`src/rtl/gmb_pkg.sv`:
```
// Package: shared group geometry helpers for the gated multibit bank.
// Assumes group size >= 1 and width >= 1.
package gmb_pkg;

    // Number of groups needed to cover a word of w bits in groups of k.
    function automatic int grp_count(input int w, input int k);
        return (w + k - 1) / k;
    endfunction

    // Lowest bit index of group g.
    function automatic int grp_lo(input int g, input int k);
        return g * k;
    endfunction

    // Bit width of group g; the last group may be short.
    function automatic int grp_width(input int g, input int w, input int k);
        int rest;
        rest = w - g * k;
        return (rest < k) ? rest : k;
    endfunction

endpackage

```
`src/rtl/gmb_change_detect.sv`:
```
// Module: gmb_change_detect
// Compares one group's next data with its stored data and raises a
// single flag when any bit would change. Purely combinational.
module gmb_change_detect #(
    parameter int GW = 4
) (
    input  logic [GW-1:0] nxt,
    input  logic [GW-1:0] cur,
    output logic          differs
);

    // Flag any bit mismatch within the group.
    always_comb begin
        differs = |(nxt ^ cur);
    end

endmodule

```
`src/rtl/gmb_group_reg.sv`:
```
// Module: gmb_group_reg
// One multibit register group with a single shared load control.
// GATE_STYLE 0: plain clock enable on the flops.
// GATE_STYLE 1: modelled gating cell, a latch open while clk is low,
//               ANDed with clk so the gated clock cannot glitch high.
// Assumes the synchronous reset is folded into the enable by the caller.
module gmb_group_reg #(
    parameter int GW         = 4,
    parameter int GATE_STYLE = 0
) (
    input  logic          clk,
    input  logic          rst_n,
    input  logic          load,
    input  logic [GW-1:0] d,
    output logic [GW-1:0] q
);

    logic [GW-1:0] nxt_val;

    // Select zero during reset, otherwise the incoming data.
    always_comb begin
        nxt_val = rst_n ? d : '0;
    end

    generate
        if (GATE_STYLE == 1) begin : g_latch_gate
            logic en_lat;
            logic gclk;

            // Capture the enable while the clock is low.
            always_latch begin
                if (!clk) en_lat = load;
            end

            // Form the gated clock from the held enable.
            always_comb begin
                gclk = clk & en_lat;
            end

            // Store the group on the gated clock.
            always_ff @(posedge gclk) begin
                q <= nxt_val;
            end
        end else begin : g_clk_enable
            // Store the group when the shared enable is high.
            always_ff @(posedge clk) begin
                if (load) q <= nxt_val;
            end
        end
    endgenerate

endmodule

```
`src/rtl/gated_mbff_bank.sv`:
```
// Module: gated_mbff_bank
// Wide register split into GROUP-bit multibit groups. Each group loads
// only when its data differs from its contents, or during reset.
// Assumes GROUP >= 1 and WIDTH >= 1; the final group may be short.
module gated_mbff_bank
    import gmb_pkg::*;
#(
    parameter int WIDTH      = 24,
    parameter int GROUP      = 4,
    parameter int GATE_STYLE = 0,
    localparam int NGRP      = grp_count(WIDTH, GROUP)
) (
    input  logic             clk,
    input  logic             rst_n,
    input  logic [WIDTH-1:0] d_in,
    output logic [WIDTH-1:0] q_out,
    output logic [NGRP-1:0]  grp_active
);

    generate
        for (genvar g = 0; g < NGRP; g++) begin : g_grp
            localparam int LO = grp_lo(g, GROUP);
            localparam int GW = grp_width(g, WIDTH, GROUP);

            logic          diff;
            logic          load;
            logic [GW-1:0] q_g;

            gmb_change_detect #(.GW(GW)) u_cmp (
                .nxt     (d_in[LO +: GW]),
                .cur     (q_g),
                .differs (diff)
            );

            // Reset overrides the data-driven enable.
            always_comb begin
                load = diff | ~rst_n;
            end

            gmb_group_reg #(.GW(GW), .GATE_STYLE(GATE_STYLE)) u_reg (
                .clk   (clk),
                .rst_n (rst_n),
                .load  (load),
                .d     (d_in[LO +: GW]),
                .q     (q_g)
            );

            // Drive the group's slice of the outputs.
            always_comb begin
                q_out[LO +: GW] = q_g;
                grp_active[g]   = diff;
            end
        end
    endgenerate

endmodule

```
`config.mk`:
```
export PLATFORM = sky130hd
export DESIGN_NAME = gated_mbff_bank
export DESIGN_NICKNAME = d
export VERILOG_FILES = /design/src/rtl/gmb_pkg.sv /design/src/rtl/gmb_change_detect.sv /design/src/rtl/gmb_group_reg.sv /design/src/rtl/gated_mbff_bank.sv
export SDC_FILE = /design/constraint.sdc
export NUM_CORES = 1
export LEC_CHECK = 0
export ABC_AREA = 0
export BUFFER_PORTS_ARGS = -buffer_cell sky130_fd_sc_hd__buf_2
export CAP_MARGIN = 20
export CORE_MARGIN = 10
export CORE_UTILIZATION = 40
export CTS_CLUSTER_DIAMETER = 50
export CTS_CLUSTER_SIZE = 16
export DETAILED_ROUTE_END_ITERATION = 8
export HOLD_SLACK_MARGIN = 0.12
export PLACE_DENSITY = 0.85
export SETUP_SLACK_MARGIN = 0.1
export SLEW_MARGIN = 25
export SYNTH_ARGS = -nofsm -noshare
export SYNTH_HDL_FRONTEND = slang
export SYNTH_HIERARCHICAL = 1
export SYNTH_SLANG_ARGS = --single-unit
```
`constraint.sdc`:
```
create_clock -name clk -period 1.05 [get_ports clk]
set_input_delay 0.1575 -clock clk [delete_from_list [all_inputs] [get_ports clk]]
set_output_delay 0.1575 -clock clk [all_outputs]
set_load 0.01 [all_outputs]
```
== Word level (Yosys, flattened, before mapping) ==
Index checks and enable logic that the tools add are counted.

* Word-level logic and storage cells: 25
* Bits in writable memories: 0
* Bits in registers: 24
* Output and inout port bits: 30
* Latch bits: 0
* Input bits: 26
* Memories kept: 0
* ROM bits: 0

* Bitwise operators: 13
* Multiply operators: 0
* Add/subtract/negate cells: 0
* Equal/unequal tests: 0
* Magnitude comparators: 0
* Mux-type cells: 0
* Shifts and indexed selects: 0
* Div/mod/pow operators: 0
* Reductions and logical operators: 6

{| class="wikitable"
|+ Operators with widths
! cell !! number
|-
| 4-bit OR reduction || 6
|-
| 4-bit bitwise XOR || 6
|-
| 1-bit bitwise OR || 6
|-
| 1-bit inverter || 1
|}

== Longest topological paths before layout ==
Gate-level depths: netlist of the first run.

* Depth in word-level cells: 3
* Gate-level depth with buffers: 3

== By module ==
Netlist of the first run, hierarchy kept.

{| class="wikitable"
|+ Modules (own cells, without submodules)
! module !! instances !! cells an instance !! area an instance (µm²)
|-
| gmb_group_reg || 6 || 8 || 145.1
|-
| gmb_change_detect || 6 || 5 || 41.3
|-
| gated_mbff_bank || 1 || 12 || 82.6
|}

== Worst setup path before layout of the first run ==
No wires, ideal clock.

* Path type: register to register
* Start point: reg g_grp[0].u_reg.q[2]
* End point: reg g_grp[0].u_reg.q[0], enable pin
* Setup slack: -126 ps
* Data arrival time: 908 ps
* Path buffers: 0
* Period minus slack after synthesis: 1176 ps
* Setup time: 268 ps
* Stages on the path, launching flop included: 4
* Cells stage by stage: edfxtp_1 -> xnor2_1 -> nand4_1 -> nand2b_1

* Cells in the longest elaborated chain, start to end: 3

{| class="wikitable"
|+ RTL lines
! element !! line !! source
|-
| start, declared || gmb_group_reg.sv:15 || <nowiki>output logic [GW-1:0] q</nowiki>
|-
| start signal, assigned || gmb_group_reg.sv:47 || <nowiki>if (load) q <= nxt_val;</nowiki>
|-
| 4-bit bitwise XOR || gmb_change_detect.sv:14 || <nowiki>differs = |(nxt ^ cur);</nowiki>
|-
| 4-bit OR reduction || gmb_change_detect.sv:14 ||
|-
| via g_grp[0].diff || gated_mbff_bank.sv:25 || <nowiki>logic diff;</nowiki>
|-
| 1-bit bitwise OR || gated_mbff_bank.sv:37 || <nowiki>load = diff | ~rst_n;</nowiki>
|-
| via g_grp[0].load || gated_mbff_bank.sv:26 || <nowiki>logic load;</nowiki>
|}

The timed path passes the listed nets, and every way through them passes these cells.
A chain may end at the register's enable or synchronous reset.

== Worst setup path in the final report of the first run ==
* Start point: reg g_grp[2].u_reg.q[2]
* End point: out grp_active[2]

* Cells in the longest elaborated chain, start to end: 2

{| class="wikitable"
|+ RTL lines
! element !! line !! source
|-
| start, declared || gmb_group_reg.sv:15 ||
|-
| start signal, assigned || gmb_group_reg.sv:47 ||
|-
| 4-bit bitwise XOR || gmb_change_detect.sv:14 ||
|-
| 4-bit OR reduction || gmb_change_detect.sv:14 ||
|-
| end, declared || gated_mbff_bank.sv:17 || <nowiki>output logic [NGRP-1:0] grp_active</nowiki>
|}

Every way passes these cells.

==> metrics.md, run 1 <==
| Metric | Value |
|---|---|
| Final Max Slew Viols | 0 |
| Crit-path max FO | 2 |
| Remaining global-route overflow | 0 |
| Avg Synthesized Cell Area | 13.3 sq um |
| I/O Pins | 56 |
| DRT iter0 DRCs | 21 |
| Worst EP required | 890 ps |
| Hold Vio Cnt, Final | 0 |
| # H-tree levels | 1 |
| Slowest Stage Delay on Critical Path | 450 ps |
| Die width | 74.8 microns |
| Share of cells above drive strength 1 | 49.0% |
| Clk_skew | 2.00 ps |
| Final setup violation count | 44 |
| CTS tree | yes |
| Placed Cells incl. Taps | 176 |
| Mapped Cells | 90 |
| Core area | 2810 sq um |
| Routability congestion estimate from global placement | 0.796 |
| Hold_ws | 154 ps |
| DPL Wire Length | 2.36 mm |
| Worst slew pin tran | 593 ps |
| Area after DPL | 1560 sq um |
| Max Buffers Root-to-Sink | 2 |
| Number of global-route vias before repair | 1,014 |
| Die Area | 5600 sq um |
| Setup crit start kind | flip-flop |
| # port buffers | 55 |
| Worst-path clk slew | 120 ps |
| Non-filler cells, final | 182 |
| Most frequent cells in the layout | buf_2, and2_1, edfxtp_1, xnor2_1, buf_6 |
| RSZ-0062 raised after global routing | yes |
| Pleak | 0.756 nW |
| Worst reg2reg setup slack | -270 ps |
| Via count | 872 |
| Wire per inst | 15.8 microns |
| Peak supply drop | 518 uV |
| Die Ht | 74.8 microns |
| Max-Cap Viols | 0 |
| CP Class | reg2out |
| Antenna violations before repair | 0 |
| Antenna Nets Post-Route | 0 |
| CP delay by family, top | flip-flops |
| Nets | 179 |
| Failing checks | setup timing |
| Number of flip-flops in the largest register | 24 |
| Sequential share of the synthesized area | 60.0% |
| First-pass GRT wire length | 4.65 mm |
| Rows | 19 |
| Residual DRC | 0 |
| Hold Buf Count CTS | 0 |
| Buffers and inverters on the worst path | 1 |
| Worst Hold Class | in2reg |
| Total power | 2.06 mW |
| Yosys warnings | 6 |
| Clock tree sinks | 24 |
| Achievable frequency | 712 MHz |
| Fin crit period | 1410 ps |
| Largest reg by FF count | g_grp.u_reg/q |
| Syn_nets | 116 |
| Biggest regs | g_grp.u_reg/q x24 |
| Largest net degree at the start of global routing | 31 |
| Antenna fix cells | 0 |
| Tcrit/Tclk final | 134% |
| Post-Syn Area | 1200 sq um |
| Status | finished with violations |
| Crit path arrival time | 1250 ps |
| Worst path slowest cell | edfxtp_1 |
| Design Area, Final | 1680 sq um |
| CP Capture Type | primary output |
| Unique masters post-synth | 6 |
| Drt pass-1 iters | 2 |
| Root Driver | clkbuf_4 |
| Worst setup margin | -355 ps |
| Worst skew pair latency | 300 ps |
| Crit path cell chain | xnor2_1 > nand4_1 > buf_2 |
| CTS buffer count | 3 |
| Via density | 4.79 |
| # fillers | 236 |
| Initial Util | 42.8% |
| GR Util All Layers | 10.8% |
| Register bit total from synthesis | 24 |
| Max_slew headroom | 60.5% |
| Area Overhead vs Synth | 40.2% |
| Commonest non-fill, non-tap cell in the layout | buf_2 |
| Layout Utilization | 60.0% |
| Final wirelength | 2.87 mm |
| Power Density | 1220 nW/um^2 |
[worst register-to-register path, stage by stage, from the launching register on]
cell      delay (ps)
edfxtp_1         450
xnor2_1          200
nand4_1          140
buf_4            150
nand2b_4         150
[cell families after synthesis]
logic type,count (synthesis),share of synthesized area (%)
and+or+nand+nor,36,18.8
DFF,24,60.0
xor gates and xnor gates,24,17.5
buffers and inverters,6,3.75
[path summary, 6_finish.rpt]
check / startpoint / end / depth (start not counted)
worst min-delay path: d_in[1] / g_grp[0].u_reg/q[1] / 2
worst min register to register: g_grp[5].u_reg/q[1] / g_grp[5].u_reg/q[0] / 3
worst max register to register: g_grp[2].u_reg/q[2] / g_grp[2].u_reg/q[1] / 4
worst max-delay path: g_grp[2].u_reg/q[2] / grp_active[2] / 3
[cell usage after synthesis]
cell type / number / area [sq um]
nand4_1: 6 / 37.5
edfxtp_1: 24 / 721
buf_4: 6 / 45.0
xnor2_1: 24 / 210
nand2b_1: 6 / 37.5
and2_1: 24 / 150
[power by group]
part	internal, mW	switching, mW	leakage [nW]
combinational	0.274	0.205	0.467
sequential	1.14	0.0556	0.275
clock	0.134	0.255	0.0138
[cell type report]
cell class              count  area, sq um  area share (%)
well taps                  31         38.8            2.30
multi-input cells          60          488            29.0
clock buffers               3         22.5            1.34
flip-flops and latches     24          721            42.8
repair buffers             64          414            24.6
[routing by layer]
metal	vias up	GRT usage (%)	share of wire [%]
met5	-	0	0
met1	408	11.5	39
li1	426	-	-
met2	34	19.0	52
met3	4	4.20	8.0
met4	0	3.57	1.5
[per-stage QoR]
step	setup WS (ps)	TNS (ps)
3_3_place_gp	-65.8	-1240
4_1_cts	-373	-7450
6_report	-355	-7250
3_5_place_dp	-136	-2550
2_1_floorplan	-60.3	-1450
5_1_grt	-457	-10790
[repair_timing]
| item | in CTS | in global routing |
|---|---|---|
| endpoints found under the setup margin | 54 | 54 |
| gates cloned | 0 | 0 |
| pin swaps | 5 | 7 |
| gates resized for setup | 9 | 7 |
| setup buffers | 6 | 4 |
| endpoints found under the hold margin | 0 | 0 |
Note: power is estimated with default switching activity, not from simulation.
==> inputs of run 2 (changes only) <==
- BUFFER_PORTS_ARGS: -buffer_cell sky130_fd_sc_hd__buf_2 -> unset
- DONT_BUFFER_PORTS: unset -> 1
- PLACE_DENSITY: 0.85 -> 0.68
==> metrics.md, run 2 (same netlist as run 1, synthesis figures left out) <==
| Metric | Value |
|---|---|
| Status | finished with violations (unchanged) |
| Failing checks | setup timing (unchanged) |
| Crit path cell chain | xnor2_1 > nand4_1 > buf_4 (was xnor2_1 > nand4_1 > buf_2) |
| RSZ-0062 raised after global routing | yes (unchanged) |
| Pleak | 0.861 nW (was 0.756 nW) |
| Via count | 881 (was 872) |
| Achievable frequency | 713 MHz (was 712 MHz) |
| Max-Cap Viols | 0 (unchanged) |
| First-pass GRT wire length | 4.86 mm (was 4.65 mm) |
| Wire per inst | 16.1 microns (was 15.8 microns) |
| Crit path depth | 3 (unchanged) |
| Buffers and inverters on the worst path | 1 (unchanged) |
| R2R depth | 4 (unchanged) |
| DRT iter0 DRCs | 23 (was 21) |
| CTS buffer count | 3 (unchanged) |
| Antenna fix cells | 0 (unchanged) |
| Setup TNS | -7570 ps (was -7250 ps) |
| Worst setup path start | g_grp[0].u_reg/q[3] (was g_grp[2].u_reg/q[2]) |
| Antenna violations before repair | 0 (unchanged) |
| Hold Buf Count CTS | 24 (was 0) |
| Biggest regs | g_grp.u_reg/q x24 (unchanged) |
| Antenna Nets Post-Route | 0 (unchanged) |
| Crit-path max FO | 2 (unchanged) |
| Final Max Slew Viols | 0 (unchanged) |
| Worst flop-to-flop path startpoint | g_grp[2].u_reg/q[2] (unchanged) |
| Root Driver | clkbuf_4 (unchanged) |
| Worst path slowest cell | edfxtp_1 (unchanged) |
| GR peak layer | met2 (unchanged) |
| Area after DPL | 1490 sq um (was 1560 sq um) |
| GR Util met1 | 11.5% (about the same) |
| Nets | 186 (was 179) |
| GR met2 Demand/Resource | 20.7% (was 19.0%) |
| Remaining global-route overflow | 0 (unchanged) |
| Worst slew pin tran | 156 ps (was 593 ps) |
| Number of global-route vias before repair | 973 (was 1,014) |
| Peak supply drop | 1140 uV (was 518 uV) |
| Area Overhead vs Synth | 65.7% (was 40.2%) |
| Setup crit start kind | flip-flop (unchanged) |
| Die width | 74.8 microns (unchanged) |
| Routability congestion estimate from global placement | 0.699 (was 0.796) |
| CTS tree | yes (unchanged) |
| Fin crit period | 1400 ps (was 1410 ps) |
| Die Area | 5600 sq um (unchanged) |
| Clock tree sinks | 24 (unchanged) |
| Max Buffers Root-to-Sink | 2 (unchanged) |
| CP Capture Point | grp_active[0] (was grp_active[2]) |
| Worst Hold Class | in2reg (unchanged) |
| Max_slew headroom | 89.5% (was 60.5%) |
| # port buffers | 0 (was 55) |
| Worst reg2reg setup slack | -220 ps (was -270 ps) |
| Number of flip-flops in the largest register | 24 (unchanged) |
| Tcrit/Tclk final | 134% (about the same) |
| Initial Util | 42.8% (unchanged) |
| Layout Utilization | 71.0% (was 60.0%) |
| Via density | 4.64 (was 4.79) |
| Design Area, Final | 1990 sq um (was 1680 sq um) |
| Hold path depth | 1 (was 2) |
| Final setup violation count | 53 (was 44) |
| Worst EP required | 890 ps (about the same) |
| CP Capture Type | primary output (unchanged) |
| Worst setup margin | -353 ps (was -355 ps) |
| Met3 usage in global routing | 4.86% (was 4.20%) |
| CP Class | reg2out (unchanged) |
| I/O Pins | 56 (unchanged) |
| Drt pass-1 iters | 4 (was 2) |
| Share of cells above drive strength 1 | 36.5% (was 49.0%) |
| Hold Vio Cnt, Final | 0 (unchanged) |
| Placed Cells incl. Taps | 148 (was 176) |
| Die Ht | 74.8 microns (unchanged) |
| Worst skew pair latency | 310 ps (was 300 ps) |
| Clk_skew | 0.466 ps (was 2.00 ps) |
| GR Util All Layers | 11.2% (was 10.8%) |
| Largest reg by FF count | g_grp.u_reg/q (unchanged) |
| Largest net degree at the start of global routing | 31 (unchanged) |
| CP delay by family, top | flip-flops (unchanged) |
| Reg2reg end | g_grp[2].u_reg/q[1] (unchanged) |
| Core area | 2810 sq um (unchanged) |
| Non-filler cells, final | 190 (was 182) |
| Most frequent cells in the layout | buf_6, and2_1, dlygate4sd3_1, edfxtp_1, xnor2_1 (was buf_2, and2_1, edfxtp_1, xnor2_1, buf_6) |
| Residual DRC | 0 (unchanged) |
| # H-tree levels | 1 (unchanged) |
| Rows | 19 (unchanged) |
| Commonest non-fill, non-tap cell in the layout | buf_6 (was buf_2) |
| Crit path arrival time | 1250 ps (about the same) |
| Power Density | 1090 nW/um^2 (was 1220 nW/um^2) |
| Worst-path clk slew | 120 ps (about the same) |
| Final wirelength | 3.06 mm (was 2.87 mm) |
| Slowest Stage Delay on Critical Path | 440 ps (was 450 ps) |
run 2: changes by cell type in the layout (fill, tap and decap cells not counted), sizes merged:
cell,delta
buf,-17
clkinv,+1
dlygate4sd3,+24
run 2: what timing repair did:
action / in CTS / in global routing
hold endpoints to repair: 48 / 33
buffers inserted: 7 / 11
setup endpoints to repair: 54 / 54
pin swaps: 8 / 8
resized for setup: 26 / 7
run 2: worst min path at each step:
stage                               end  start  slack [ps]
floorplan           g_grp[0].u_reg/q[0]  rst_n         340
global placement    g_grp[0].u_reg/q[1]  rst_n         360
detailed placement  g_grp[1].u_reg/q[1]  rst_n         360
CTS                 g_grp[1].u_reg/q[1]  rst_n          20
global route        g_grp[1].u_reg/q[1]  rst_n          20
finish              g_grp[4].u_reg/q[1]  rst_n          40
run 2: worst register-to-register path, delay by kind of cell, from the launching register on:
kind | cells | cell delay [ps]
and+or+nand+nor | 2 | 290
xor gates and xnor gates | 1 | 160
buffers and inverters | 1 | 150
DFF | 1 | 440
run 2: area by class of cell:
cell class	instances	area, sq um
Timing Repair Buffer	71	709
Multi-Input combinational cell	60	495
Clock buffer	3	22.5
Fill cell	197	815
Tap cell	31	38.8
Sequential cell	24	721
Clock inverter	1	3.75
run 2: per-stage QoR:
stage,hold WS [ps],worst slack [ps],power (mW)
6_report,39.5,-353,2.17
3_5_place_dp,360,-96.7,1.59
3_3_place_gp,356,-63.0,1.58
2_1_floorplan,345,-60.3,1.43
5_1_grt,16.9,-441,2.29
4_1_cts,23.6,-361,2.14
run 2: routing by layer:
| layer | wire, microns | vias to the layer above | part of all wire [%] |
|---|---|---|---|
| met2 | 1660 | 27 | 54 |
| met1 | 1120 | 409 | 37 |
| met5 | 0 | - | 0 |
| met3 | 244 | 4 | 8.0 |
| li1 | - | 441 | - |
| met4 | 32 | 0 | 1.0 |
run 2: power by group:
part | switching (mW) | internal (mW) | total, mW | leakage, nW
clock network | 0.266 | 0.139 | 0.405 | 0.0154
logic | 0.176 | 0.392 | 0.568 | 0.570
registers | 0.0614 | 1.14 | 1.20 | 0.275
==> inputs of run 3 (changes only) <==
- ABC_AREA: 0 -> 1
- CORE_UTILIZATION: 40 -> 56
- PLACE_DENSITY: 0.68 -> 0.86
==> metrics.md, run 3 <==
| Metric | Value |
|---|---|
| Post-Syn Area | 1510 sq um (was 1200 sq um) |
| First-pass GRT wire length | 7.22 mm (was 4.86 mm) |
| Setup crit start kind | flip-flop (unchanged) |
| Worst setup margin | -476 ps (was -353 ps) |
| Ys async rst share | 0% (unchanged) |
| Worst slew pin tran | 185 ps (was 156 ps) |
| Via count | 1,656 (was 881) |
| Synth top area share | 47.8% (was 60.0%) |
| Final setup violation count | 54 (was 53) |
| Top-count cell post-synth | nand2_1 |
| Crit path arrival time | 1370 ps (was 1250 ps) |
| Drt pass-1 iters | 5 (was 4) |
| Clk_skew | 7.49 ps (was 0.466 ps) |
| Die width | 71.9 microns (was 74.8 microns) |
| Most used DFF post-synth | edfxtp_1 (unchanged) |
| Antenna violations before repair | 0 (unchanged) |
| Non-filler cells, final | 328 (was 190) |
| Max_slew headroom | 87.7% (was 89.5%) |
| Commonest cells in the netlist | nand2_1, inv_1, edfxtp_1, nor2_1, buf_4 (was and2_1, edfxtp_1, xnor2_1) |
| Unique masters post-synth | 5 (was 6) |
| Achievable frequency | 655 MHz (was 713 MHz) |
| Worst Hold Class | in2reg (unchanged) |
| I/O Pins | 56 (unchanged) |
| Worst setup path start | g_grp[2].u_reg/q[2] (was g_grp[0].u_reg/q[3]) |
| Rows | 18 (was 19) |
| Number of global-route vias before repair | 1,631 (was 973) |
| CP Class | reg2out (unchanged) |
| CTS buffer count | 3 (unchanged) |
| CP Capture Point | grp_active[2] (was grp_active[0]) |
| # fillers | 89 (was 197) |
| GR Util All Layers | 17.2% (was 11.2%) |
| Remaining global-route overflow | 0 (unchanged) |
| Number of synthesized flops with an enable pin | 24 (unchanged) |
| Biggest regs | g_grp.u_reg/q x24 (unchanged) |
| GR Util met1 | 15.9% (was 11.5%) |
| Worst flop-to-flop path startpoint | g_grp[2].u_reg/q[2] (unchanged) |
| CP Capture Type | primary output (unchanged) |
| Worst skew pair latency | 310 ps (about the same) |
| Max Buffers Root-to-Sink | 2 (unchanged) |
| Die Area | 5170 sq um (was 5600 sq um) |
| Via density | 5.05 (was 4.64) |
| Synth top area cells | edfxtp_1, nand2_1, inv_1 (was edfxtp_1, xnor2_1, and2_1) |
| Failing checks | setup timing (unchanged) |
| Number of flip-flops in the largest register | 24 (unchanged) |
| Worst EP required | 890 ps (about the same) |
| Max-Cap Viols | 0 (unchanged) |
| Antenna Nets Post-Route | 0 (unchanged) |
| Crit-path max FO | 3 (was 2) |
| Tcrit/Tclk final | 145% (was 134%) |
| Avg Synthesized Cell Area | 6.62 sq um (was 13.3 sq um) |
| Peak supply drop | 1100 uV (was 1140 uV) |
| Antenna fix cells | 0 (unchanged) |
| Root Driver | clkbuf_4 (unchanged) |
| Nets | 326 (was 186) |
| Routability congestion estimate from global placement | 0.725 (was 0.699) |
| Share of cells above drive strength 1 | 21.8% (was 36.5%) |
| DPL Wire Length | 2.69 mm |
| Die Ht | 71.9 microns (was 74.8 microns) |
| Final wirelength | 5.76 mm (was 3.06 mm) |
| Pre-CTS WS | -112 ps (was -96.7 ps) |
| Reg2reg end | g_grp[2].u_reg/q[2] (was g_grp[2].u_reg/q[1]) |
| Largest reg by FF count | g_grp.u_reg/q (unchanged) |
| Hold Vio Cnt, Final | 0 (unchanged) |
| DRT iter0 DRCs | 173 (was 23) |
| Yosys warnings | 6 (unchanged) |
| Fin crit period | 1530 ps (was 1400 ps) |
| RSZ-0062 raised after global routing | yes (unchanged) |
| Area Overhead vs Synth | 55.1% (was 65.7%) |
| Pleak | 1.43 nW (was 0.861 nW) |
| Initial Util | 59.8% (was 42.8%) |
| Synth area leader | edfxtp_1 (unchanged) |
| Most frequent cells in the layout | nand2_1, inv_1, buf_6, dlygate4sd3_1, edfxtp_1 (was buf_6, and2_1, dlygate4sd3_1, edfxtp_1, xnor2_1) |
| Clock tree sinks | 24 (unchanged) |
| Syn_nets | 254 (was 116) |
| # port buffers | 0 (unchanged) |
| Worst-path clk slew | 120 ps (about the same) |
| Final Max Slew Viols | 0 (unchanged) |
| Core area | 2520 sq um (was 2810 sq um) |
| CTS tree | yes (unchanged) |
| Register bit total from synthesis | 24 (unchanged) |
| Commonest non-fill, non-tap cell in the layout | nand2_1 (was buf_6) |
| Sequential share of the synthesized area | 47.8% (was 60.0%) |
| Hold Buf Count CTS | 24 (unchanged) |
| Mapped Cells | 228 (was 90) |
| GR peak layer | met2 (unchanged) |
| Largest net degree at the start of global routing | 31 (unchanged) |
| Worst reg2reg setup slack | -350 ps (was -220 ps) |
| Placed Cells incl. Taps | 288 (was 148) |
| Status | finished with violations (unchanged) |
| Residual DRC | 0 (unchanged) |
| Power Density | 1000 nW/um^2 (was 1090 nW/um^2) |
| R2R depth | 8 (was 4) |
| Wire per inst | 17.5 microns (was 16.1 microns) |
| Met3 usage in global routing | 4.22% (was 4.86%) |
| GR met2 Demand/Resource | 34.4% (was 20.7%) |
| # H-tree levels | 1 (unchanged) |
run 3: worst min path at each step:
stage / start / to / slack [ps] / depth (start not counted)
6_report: rst_n / g_grp[5].u_reg/q[1] / 20 / 2
5_1_grt: rst_n / g_grp[5].u_reg/q[1] / 10 / 2
4_1_cts: rst_n / g_grp[2].u_reg/q[0] / 6 / 2
3_5_place_dp: d_in[10] / g_grp[2].u_reg/q[2] / 330 / 2
3_3_place_gp: d_in[2] / g_grp[0].u_reg/q[2] / 330 / 2
2_1_floorplan: rst_n / g_grp[0].u_reg/q[0] / 330 / 2
run 3: metal layers:
metal	vias to the layer above	part of all wire [%]
met4	0	5.0
li1	765	-
met5	-	0
met2	93	53
met1	772	34
met3	26	7.7
run 3: area by class of cell:
cell class	count	area, sq um	share of cell area (%)
repair buffers	73	766	32.7
flip-flops and latches	24	721	30.8
multi-input cells	120	495	21.2
inverters	78	298	12.7
well taps	30	37.5	1.60
clock buffers	3	22.5	0.963
run 3: cell families (layout without fill, tap and decap cells):
family	Yosys count	count (layout)	synth area share (%)
buf+inv	84	154	22.4
simple gates	120	120	29.9
flops	24	24	47.8
run 3: metrics by stage:
step | power, mW | setup TNS [ps] | util [%] | instance area [sq um] | hold slack, ps
floorplan | 1.47 | -1360 | - | 1520 | 326
global placement | 1.63 | -1260 | 70.8 | 1790 | 328
detailed placement | 1.66 | -2190 | 70.8 | 1790 | 333
CTS | 2.21 | -7230 | 87.7 | 2210 | 5.91
global route | 2.43 | -13590 | 92.8 | 2340 | 14.7
finish | 2.34 | -11390 | 92.8 | 2340 | 24.9
run 3: what timing repair did:
item	in CTS	in global routing
pin swaps	28	17
cloned	0	0
endpoints found under the hold margin	48	42
buffers inserted	9	10
resized for setup	34	23
endpoints found under the setup margin	54	54
run 3: power by group:
part	total (mW)	switching [mW]	internal, mW
clock	0.397	0.263	0.134
combinational	0.731	0.337	0.394
sequential	1.21	0.0760	1.14
total	2.34	0.676	1.67
run 3: worst max-delay path, cell delays in order (launching register included):
cell	delay (ps)
edfxtp_1	410
inv_1	70
nand2_1	70
nand2_1	50
nor2_1	160
nand2_1	150
buf_6	160
